[config.mk]
export PLATFORM = sky130hd
export DESIGN_NAME = hcfg_regblock
export DESIGN_NICKNAME = d
export VERILOG_FILES = /design/src/rtl/hcfg_pkg.sv /design/src/rtl/hcfg_unlock.sv /design/src/rtl/hcfg_sync_edge.sv /design/src/rtl/hcfg_cfg_regs.sv /design/src/rtl/hcfg_regblock.sv
export SDC_FILE = /design/constraint.sdc
export NUM_CORES = 1
export LEC_CHECK = 0
export BUFFER_PORTS_ARGS = -buffer_cell sky130_fd_sc_hd__buf_4
export CORE_ASPECT_RATIO = 1.25
export CORE_MARGIN = 2
export CORE_UTILIZATION = 57
export CTS_BUF_LIST = sky130_fd_sc_hd__clkbuf_4 sky130_fd_sc_hd__clkbuf_8
export CTS_CLUSTER_SIZE = 28
export DETAILED_ROUTE_END_ITERATION = 16
export HOLD_SLACK_MARGIN = 0.15
export MAX_ROUTING_LAYER = met4
export PLACE_DENSITY = 0.89
export SYNTH_ARGS = -nofsm -noshare
export SYNTH_HDL_FRONTEND = slang
export SYNTH_HIERARCHICAL = 1
export SYNTH_SLANG_ARGS = --single-unit
[constraint.sdc]
create_clock -name clk -period 6.4 [get_ports clk]
set_input_delay 1.92 -clock clk [delete_from_list [all_inputs] [get_ports clk]]
set_output_delay 1.92 -clock clk [all_outputs]
set_load 0.005 [all_outputs]
[src/rtl/hcfg_pkg.sv]
package hcfg_pkg;

  // which configuration register holds the pending unlock
  typedef enum logic {SEL_A = 1'b0, SEL_B = 1'b1} cfg_sel_e;

  // interface register bit positions and masks
  localparam int A_DUPLEX = 5;
  localparam logic [7:0] A_RST_VAL   = 8'h02;
  localparam logic [7:0] A_HOST_MASK = 8'h5F;
  localparam logic [7:0] A_EE_MASK   = 8'hDF;

  // link register bit positions
  localparam int B_LC_MSK = 0;
  localparam int B_LC_STS = 1;
  localparam int B_MC_MSK = 3;
  localparam int B_MC_STS = 4;
  localparam int B_RMII   = 5;

  // number of latched event sources in the link register
  localparam int N_EVT = 2;

endpackage

[src/rtl/hcfg_unlock.sv]
module hcfg_unlock
  import hcfg_pkg::*;
#(
  parameter int PAGE_W = 2,
  parameter int ADDR_W = 4,
  parameter logic [PAGE_W-1:0] CFG_PAGE = '0,
  parameter logic [ADDR_W-1:0] OFS_A = ADDR_W'('hA),
  parameter logic [ADDR_W-1:0] OFS_B = ADDR_W'('hB)
) (
  input  logic              clk,
  input  logic              rst,
  input  logic [PAGE_W-1:0] page,
  input  logic [ADDR_W-1:0] addr,
  input  logic              rd,
  input  logic              wr,
  output logic              cfg_wr_a,
  output logic              cfg_wr_b,
  output logic              rbc_wr_lo,
  output logic              rbc_wr_hi
);

  logic     armed_q;
  cfg_sel_e sel_q;
  logic     hit_a, hit_b, rd_only, access;

  assign hit_a   = (page == CFG_PAGE) && (addr == OFS_A);
  assign hit_b   = (page == CFG_PAGE) && (addr == OFS_B);
  assign rd_only = rd && !wr;
  assign access  = rd || wr;

  assign cfg_wr_a  = wr && hit_a && armed_q && (sel_q == SEL_A);
  assign cfg_wr_b  = wr && hit_b && armed_q && (sel_q == SEL_B);
  assign rbc_wr_lo = wr && hit_a && !cfg_wr_a;
  assign rbc_wr_hi = wr && hit_b && !cfg_wr_b;

  // one armed flag plus the offset it was armed for; every access rewrites it
  always_ff @(posedge clk) begin
    if (rst) begin
      armed_q <= 1'b0;
      sel_q   <= SEL_A;
    end else if (access) begin
      if (rd_only && (hit_a || hit_b)) begin
        armed_q <= 1'b1;
        sel_q   <= hit_b ? SEL_B : SEL_A;
      end else begin
        armed_q <= 1'b0;
      end
    end
  end

  AST_UNLOCK_ONE_SHOT: assert property (@(posedge clk) disable iff (rst)
    (cfg_wr_a || cfg_wr_b) |=> !armed_q);

  AST_FOREIGN_CANCELS: assert property (@(posedge clk) disable iff (rst)
    (access && !hit_a && !hit_b) |=> !(cfg_wr_a || cfg_wr_b));

endmodule

[src/rtl/hcfg_sync_edge.sv]
module hcfg_sync_edge #(
  parameter int STAGES = 2
) (
  input  logic clk,
  input  logic rst,
  input  logic din,
  output logic level,
  output logic edge_p
);

  logic [STAGES-1:0] sr_q;
  logic              prev_q;

  generate
    for (genvar g = 0; g < STAGES; g++) begin : g_stage
      if (g == 0) begin : g_first
        always_ff @(posedge clk) begin
          if (rst) sr_q[0] <= 1'b0;
          else     sr_q[0] <= din;
        end
      end else begin : g_next
        always_ff @(posedge clk) begin
          if (rst) sr_q[g] <= 1'b0;
          else     sr_q[g] <= sr_q[g-1];
        end
      end
    end
  endgenerate

  always_ff @(posedge clk) begin
    if (rst) prev_q <= 1'b0;
    else     prev_q <= sr_q[STAGES-1];
  end

  assign level  = sr_q[STAGES-1];
  assign edge_p = sr_q[STAGES-1] ^ prev_q;

  AST_EDGE_FOLLOWS_CHANGE: assert property (@(posedge clk) disable iff (rst)
    edge_p |=> !$stable(prev_q));

endmodule

[src/rtl/hcfg_cfg_regs.sv]
module hcfg_cfg_regs
  import hcfg_pkg::*;
(
  input  logic       clk,
  input  logic       rst,
  input  logic [7:0] wdata,
  input  logic       cfg_wr_a,
  input  logic       cfg_wr_b,
  input  logic       ee_load,
  input  logic [7:0] ee_cfg_a,
  input  logic       duplex_in,
  input  logic       link_level,
  input  logic       link_edge,
  input  logic       mii_evt,
  output logic [7:0] cfg_a,
  output logic [7:0] cfg_b,
  output logic       irq
);

  logic [7:0]       a_q, a_d;
  logic             lc_msk_q, mc_msk_q, rmii_q;
  logic             lc_msk_d, mc_msk_d, rmii_d;
  logic [N_EVT-1:0] sts_q, sts_d, evt_vec, clr_vec, msk_d_vec, msk_q_vec;
  logic             irq_q;

  // interface register: the preload takes precedence over a host write
  always_comb begin
    a_d = a_q;
    if (ee_load)       a_d = (a_q & ~A_EE_MASK)   | (ee_cfg_a & A_EE_MASK);
    else if (cfg_wr_a) a_d = (a_q & ~A_HOST_MASK) | (wdata & A_HOST_MASK);
  end

  always_ff @(posedge clk) begin
    if (rst) a_q <= A_RST_VAL;
    else     a_q <= a_d;
  end

  // bit 5 is never stored (both masks leave it out); it shows the live input
  assign cfg_a = a_q | (8'(duplex_in) << A_DUPLEX);

  // plain read/write fields of the link register
  assign lc_msk_d = cfg_wr_b ? wdata[B_LC_MSK] : lc_msk_q;
  assign mc_msk_d = cfg_wr_b ? wdata[B_MC_MSK] : mc_msk_q;
  assign rmii_d   = cfg_wr_b ? wdata[B_RMII]   : rmii_q;

  always_ff @(posedge clk) begin
    if (rst) begin
      lc_msk_q <= 1'b0;
      mc_msk_q <= 1'b0;
      rmii_q   <= 1'b0;
    end else begin
      lc_msk_q <= lc_msk_d;
      mc_msk_q <= mc_msk_d;
      rmii_q   <= rmii_d;
    end
  end

  // latched event sources: index 0 is the link change, index 1 the MII change
  assign evt_vec   = {mii_evt, link_edge};
  assign clr_vec   = {cfg_wr_b && wdata[B_MC_STS], cfg_wr_b && wdata[B_LC_STS]};
  assign msk_d_vec = {mc_msk_d, lc_msk_d};
  assign msk_q_vec = {mc_msk_q, lc_msk_q};

  generate
    for (genvar i = 0; i < N_EVT; i++) begin : g_evt
      // a new event outranks a clear arriving in the same cycle
      assign sts_d[i] = evt_vec[i] || (sts_q[i] && !clr_vec[i]);

      always_ff @(posedge clk) begin
        if (rst) sts_q[i] <= 1'b0;
        else     sts_q[i] <= sts_d[i];
      end

      AST_EVENT_STICKY: assert property (@(posedge clk) disable iff (rst)
        evt_vec[i] |=> sts_q[i]);
    end
  endgenerate

  // interrupt computed from next-state values so it lines up with the fields
  always_ff @(posedge clk) begin
    if (rst) irq_q <= 1'b0;
    else     irq_q <= |(sts_d & msk_d_vec);
  end

  assign irq   = irq_q;
  assign cfg_b = {1'b0, irq_q, rmii_q, sts_q[1], mc_msk_q, link_level, sts_q[0], lc_msk_q};

  AST_HOST_GUARD: assert property (@(posedge clk) disable iff (rst)
    (!$past(rst) && !$past(ee_load) && (a_q != $past(a_q))) |-> $past(cfg_wr_a));

  AST_DECW_EE_ONLY: assert property (@(posedge clk) disable iff (rst)
    (!$past(rst) && !$stable(a_q[7])) |-> $past(ee_load));

  AST_EE_WINS: assert property (@(posedge clk) disable iff (rst)
    (ee_load && cfg_wr_a) |=> (a_q[7] == $past(ee_cfg_a[7])));

  AST_IRQ_NEEDS_MASK: assert property (@(posedge clk) disable iff (rst)
    irq_q |-> ((sts_q & msk_q_vec) != '0));

endmodule

[src/rtl/hcfg_regblock.sv]
module hcfg_regblock
  import hcfg_pkg::*;
#(
  parameter int PAGE_W = 2,
  parameter int ADDR_W = 4,
  parameter logic [PAGE_W-1:0] CFG_PAGE = '0,
  parameter logic [ADDR_W-1:0] OFS_A = ADDR_W'('hA),
  parameter logic [ADDR_W-1:0] OFS_B = ADDR_W'('hB),
  parameter int SYNC_STAGES = 2
) (
  input  logic              clk,
  input  logic              rst,
  input  logic [PAGE_W-1:0] bus_page,
  input  logic [ADDR_W-1:0] bus_addr,
  input  logic              bus_rd,
  input  logic              bus_wr,
  input  logic [7:0]        bus_wdata,
  output logic [7:0]        bus_rdata,
  input  logic              ee_load,
  input  logic [7:0]        ee_cfg_a,
  input  logic              duplex_in,
  input  logic              link_in,
  input  logic              mii_evt,
  output logic [15:0]       rbc_count,
  output logic              irq
);

  logic       cfg_wr_a, cfg_wr_b, rbc_wr_lo, rbc_wr_hi;
  logic       link_level, link_edge;
  logic [7:0] cfg_a, cfg_b;
  logic [7:0] rbc_lo_q, rbc_hi_q, rdata_q;
  logic       rd_hit_a, rd_hit_b;

  hcfg_unlock #(
    .PAGE_W(PAGE_W), .ADDR_W(ADDR_W), .CFG_PAGE(CFG_PAGE),
    .OFS_A(OFS_A), .OFS_B(OFS_B)
  ) u_unlock (
    .clk(clk), .rst(rst), .page(bus_page), .addr(bus_addr),
    .rd(bus_rd), .wr(bus_wr),
    .cfg_wr_a(cfg_wr_a), .cfg_wr_b(cfg_wr_b),
    .rbc_wr_lo(rbc_wr_lo), .rbc_wr_hi(rbc_wr_hi)
  );

  hcfg_sync_edge #(.STAGES(SYNC_STAGES)) u_link (
    .clk(clk), .rst(rst), .din(link_in),
    .level(link_level), .edge_p(link_edge)
  );

  hcfg_cfg_regs u_regs (
    .clk(clk), .rst(rst), .wdata(bus_wdata),
    .cfg_wr_a(cfg_wr_a), .cfg_wr_b(cfg_wr_b),
    .ee_load(ee_load), .ee_cfg_a(ee_cfg_a), .duplex_in(duplex_in),
    .link_level(link_level), .link_edge(link_edge), .mii_evt(mii_evt),
    .cfg_a(cfg_a), .cfg_b(cfg_b), .irq(irq)
  );

  // remote byte count bytes that catch the writes which fall through
  always_ff @(posedge clk) begin
    if (rst) begin
      rbc_lo_q <= '0;
      rbc_hi_q <= '0;
    end else begin
      if (rbc_wr_lo) rbc_lo_q <= bus_wdata;
      if (rbc_wr_hi) rbc_hi_q <= bus_wdata;
    end
  end

  assign rbc_count = {rbc_hi_q, rbc_lo_q};

  // registered read path; other offsets are outside this block and read 0
  assign rd_hit_a = bus_rd && !bus_wr && (bus_page == CFG_PAGE) && (bus_addr == OFS_A);
  assign rd_hit_b = bus_rd && !bus_wr && (bus_page == CFG_PAGE) && (bus_addr == OFS_B);

  always_ff @(posedge clk) begin
    if (rst) begin
      rdata_q <= '0;
    end else if (bus_rd && !bus_wr) begin
      if (rd_hit_a)      rdata_q <= cfg_a;
      else if (rd_hit_b) rdata_q <= cfg_b;
      else               rdata_q <= '0;
    end
  end

  assign bus_rdata = rdata_q;

  AST_RBC_GUARD: assert property (@(posedge clk) disable iff (rst)
    (!$past(rst) && (rbc_lo_q != $past(rbc_lo_q))) |-> $past(rbc_wr_lo));

  AST_RESV_ZERO: assert property (@(posedge clk) disable iff (rst)
    rd_hit_b |=> !bus_rdata[7]);

  AST_DUPLEX_READ: assert property (@(posedge clk) disable iff (rst)
    rd_hit_a |=> (bus_rdata[A_DUPLEX] == $past(duplex_in)));

endmodule

==> impl_metrics.toml <==
[outcome]
status = "finished, final reports clean"

[clock_network]
clkLatencyLatePin_ps = 290
postCtsSetupRepairBufs = 0
htree_levels = 2
clk_path_buf_depth = 2
clk_pin_slew_ps = 70
cts_tree = "built"
numCtsBuffers = 5
clock-sinks = 42
ctsResizeCount = 0
clock_tree.root_cell = "clkbuf_8"
hold_buffers = 0

[pwr]
power_mw = 0.473
powerDensity_nw_per_um2 = 209
pwr-share-comb_pct = 9.2
internal-power_mw = 0.363
leakage_nw = 0.956
switching_share_pct = 23.2
ir_worst_vdd_mv = 0.216
seqPwrFrac_pct = 56.9
switchingPower_mw = 0.110
power.share.clock_pct = 34.0

[cells_and_area]
nets = 248
drive_gt1_share_pct = 33.9
final.fill_count = 257
area.growth.synth_to_final_pct = 21.7
antenna_cells = 0
final_core_util_pct = 71.6

[floorplanning]
fp.dieArea_um2 = 3740
io_pins = 55
fp-row-count = 23
initial_core_util_pct = 58.8
die_h_um = 67.9
die_w_um = 55.1
core_um2 = 3170

[global_routing]
antenna_found_initial = 0
grt_pass1_vias = 1362
grt_overflow_total = 0
grt_max_degree = 45
gr-usage-all-layers_pct = 23.2
grt_pass1_wl_um = 5930

[logic_synthesis]
avgSynthCellArea_um2 = 10.6
synthTopCellsByArea = "dfxtp_1 45%, mux2i_1 18%, nor2_1 5.4%"
yosysWarnings = 6
synth_nets = 205
synth-async-reset-ratio_pct = 0
synth_cell_types = 31
netlist_area_um2 = 1860
synth_top_area_cell = "dfxtp_1"
synth_top_family_by_area = "multiplexers"
synth_fa_ha_area_share_pct = 0
synth.top_cell.area_share_pct = 45.2
synth.ff_latch_count = 42
synth_compound_area_share_pct = 6.59
syn-instance-count = 175
synth_simple_gate_area_share_pct = 17.3
synth-main-ff-cell = "dfxtp_1"
ys_seq_area_share_pct = 45.2
synth-xor-area-share_pct = 0.470
synth_enable_flop_cells = 0
synth.area.mux_share_pct = 23.1

[route]
wl_per_cell_um = 14.3
totalWireLength_um = 3650
final_antenna_net_count = 0
drc_errors = 0
dr.pass1.iters = 4
drt_iter0_drc = 20
vias = 1366
routed_via_density = 5.36

[setup_path]
slowest_stage = "nor3b_2"
crit_fanout = 6
critPathMaxStageDelay_ps = 620
critPathCaptureType = "register"
critPathKind = "input pin to register"
path_cells = "buf_4 > nand3b_4 > or4b_4 > nor3b_2 > mux2_4 > mux2i_1 > nand2b_1"
cp_data_required_time_ps = 6590
cp-start-kind = "input pin"
arrival_ps = 3880

[timing]
finalSetupViolations = 0
worst_slack_ps = 2710
finClkSkew_ps = 1.91
slew_headroom_pct = 40.2
period_needed_ps = 3690
grt_setup_unrepaired = "no"
drv_slew = 0
fin_crit_sh_pct = 57.7
finalHoldViolations = 0
fin_hold_ws_ps = 476
max_freq_mhz = 271
tightest_slew_ps = 895
setup_tns_ps = 0

[run]
maxCapViolCount = 0

[place]
hpwl_um = 2640
dp_slack_ps = 2390
gp_congestion = 0.790
port_buffers = 53

[worst_hold_path]
hold_path_class = "register to register"
[cell families after synthesis]
| logic type | count (synthesis) |
|---|---|
| simple gates | 56 |
| other cells | 1 |
| xor+xnor | 1 |
| mux | 40 |
| flops | 42 |
| buf+inv | 20 |
| compound gates | 15 |
[registers in the layout, indices dropped and copies added (netlist names)]
register and count:
bus_rdata 8, rbc_hi_q 8, rbc_lo_q 8, u_regs/a_q 7, u_regs/cfg_b 2, u_link/level 1, u_link/prev_q 1, u_link/sr_q 1
u_regs/irq 1, u_regs/lc_msk_q 1, u_regs/mc_msk_q 1, u_regs/rmii_q 1, u_unlock/armed_q 1, u_unlock/sel_q 1
[critical path: cells and delay by family]
| kind | cells | cell delay [ps] |
|---|---|---|
| AND/OR/NAND/NOR | 4 | 1360 |
| multiplexers | 2 | 480 |
| buffers and inverters | 1 | 120 |
[worst paths after layout]
kind              endpoint  slack, ps              from  cells after the start
min           u_link/level        480    u_link/sr_q[0]                      1
min reg2reg   u_link/level        480    u_link/sr_q[0]                      1
max          u_regs/a_q[1]       2710       bus_page[1]                      7
max reg2reg  u_regs/a_q[1]       4540  u_unlock/armed_q                      5
[final cells by class]
type / count / area (um2) / area share, %
Multi-Input combinational cell: 113 / 887 / 39.1
Sequential cell: 42 / 841 / 37.1
Timing Repair Buffer: 54 / 405 / 17.9
Clock buffer: 5 / 68.8 / 3.04
Tap cell: 37 / 46.3 / 2.04
Clock inverter: 2 / 10.0 / 0.442
Inverter: 2 / 7.51 / 0.331
[per-layer routing]
layer	part of all wire (%)	wire length [um]	track usage [%]	vias to the layer above
li1	-	-	-	682
met1	43	1560	26.0	636
met2	50	1830	37.6	40
met3	5.1	185	7.21	8
met4	2.1	75	10.1	0
met5	0	0	-	-
[per-stage QoR]
step                      cell area, um2  cells
after floorplan                     1860    175
after global placement              2190    248
after detailed placement            2190    248
after CTS                           2270    255
after global routing                2270    255
final                               2270    255
[synthesized netlist by cell type (all sizes together) (2+ instances only)]
master and n:
dfxtp 42, nand2 3, o32ai 9, a21oi 2, mux2i 34, nand2b 11
a211oi 2, nor2b 6, buf 16, clkbuf 2, mux2 6, nor2 27
or4b 3, inv 2
[power groups by stage]
stage | clock [mW] | sequential, mW | combinational, mW
after floorplan | 0 | 0.274 | 0.0242
after global placement | 0 | 0.275 | 0.0426
after detailed placement | 0 | 0.275 | 0.0433
after CTS | 0.164 | 0.269 | 0.0435
after global routing | 0.173 | 0.269 | 0.0472
final | 0.161 | 0.269 | 0.0434
[placed cells by master, fill, tap and decap left out, types with 2 or more instances in the layout]
cell      count
nand2_1       2
mux2i_1      34
o32ai_1       9
buf_4        54
a21oi_1       2
clkinv_2      2
dfxtp_1      42
or4b_1        2
nand2b_1     11
inv_1         2
nor2b_1       5
clkbuf_8      5
mux2_4        6
nor2_1       27
(Power assumes the default switching activity.)
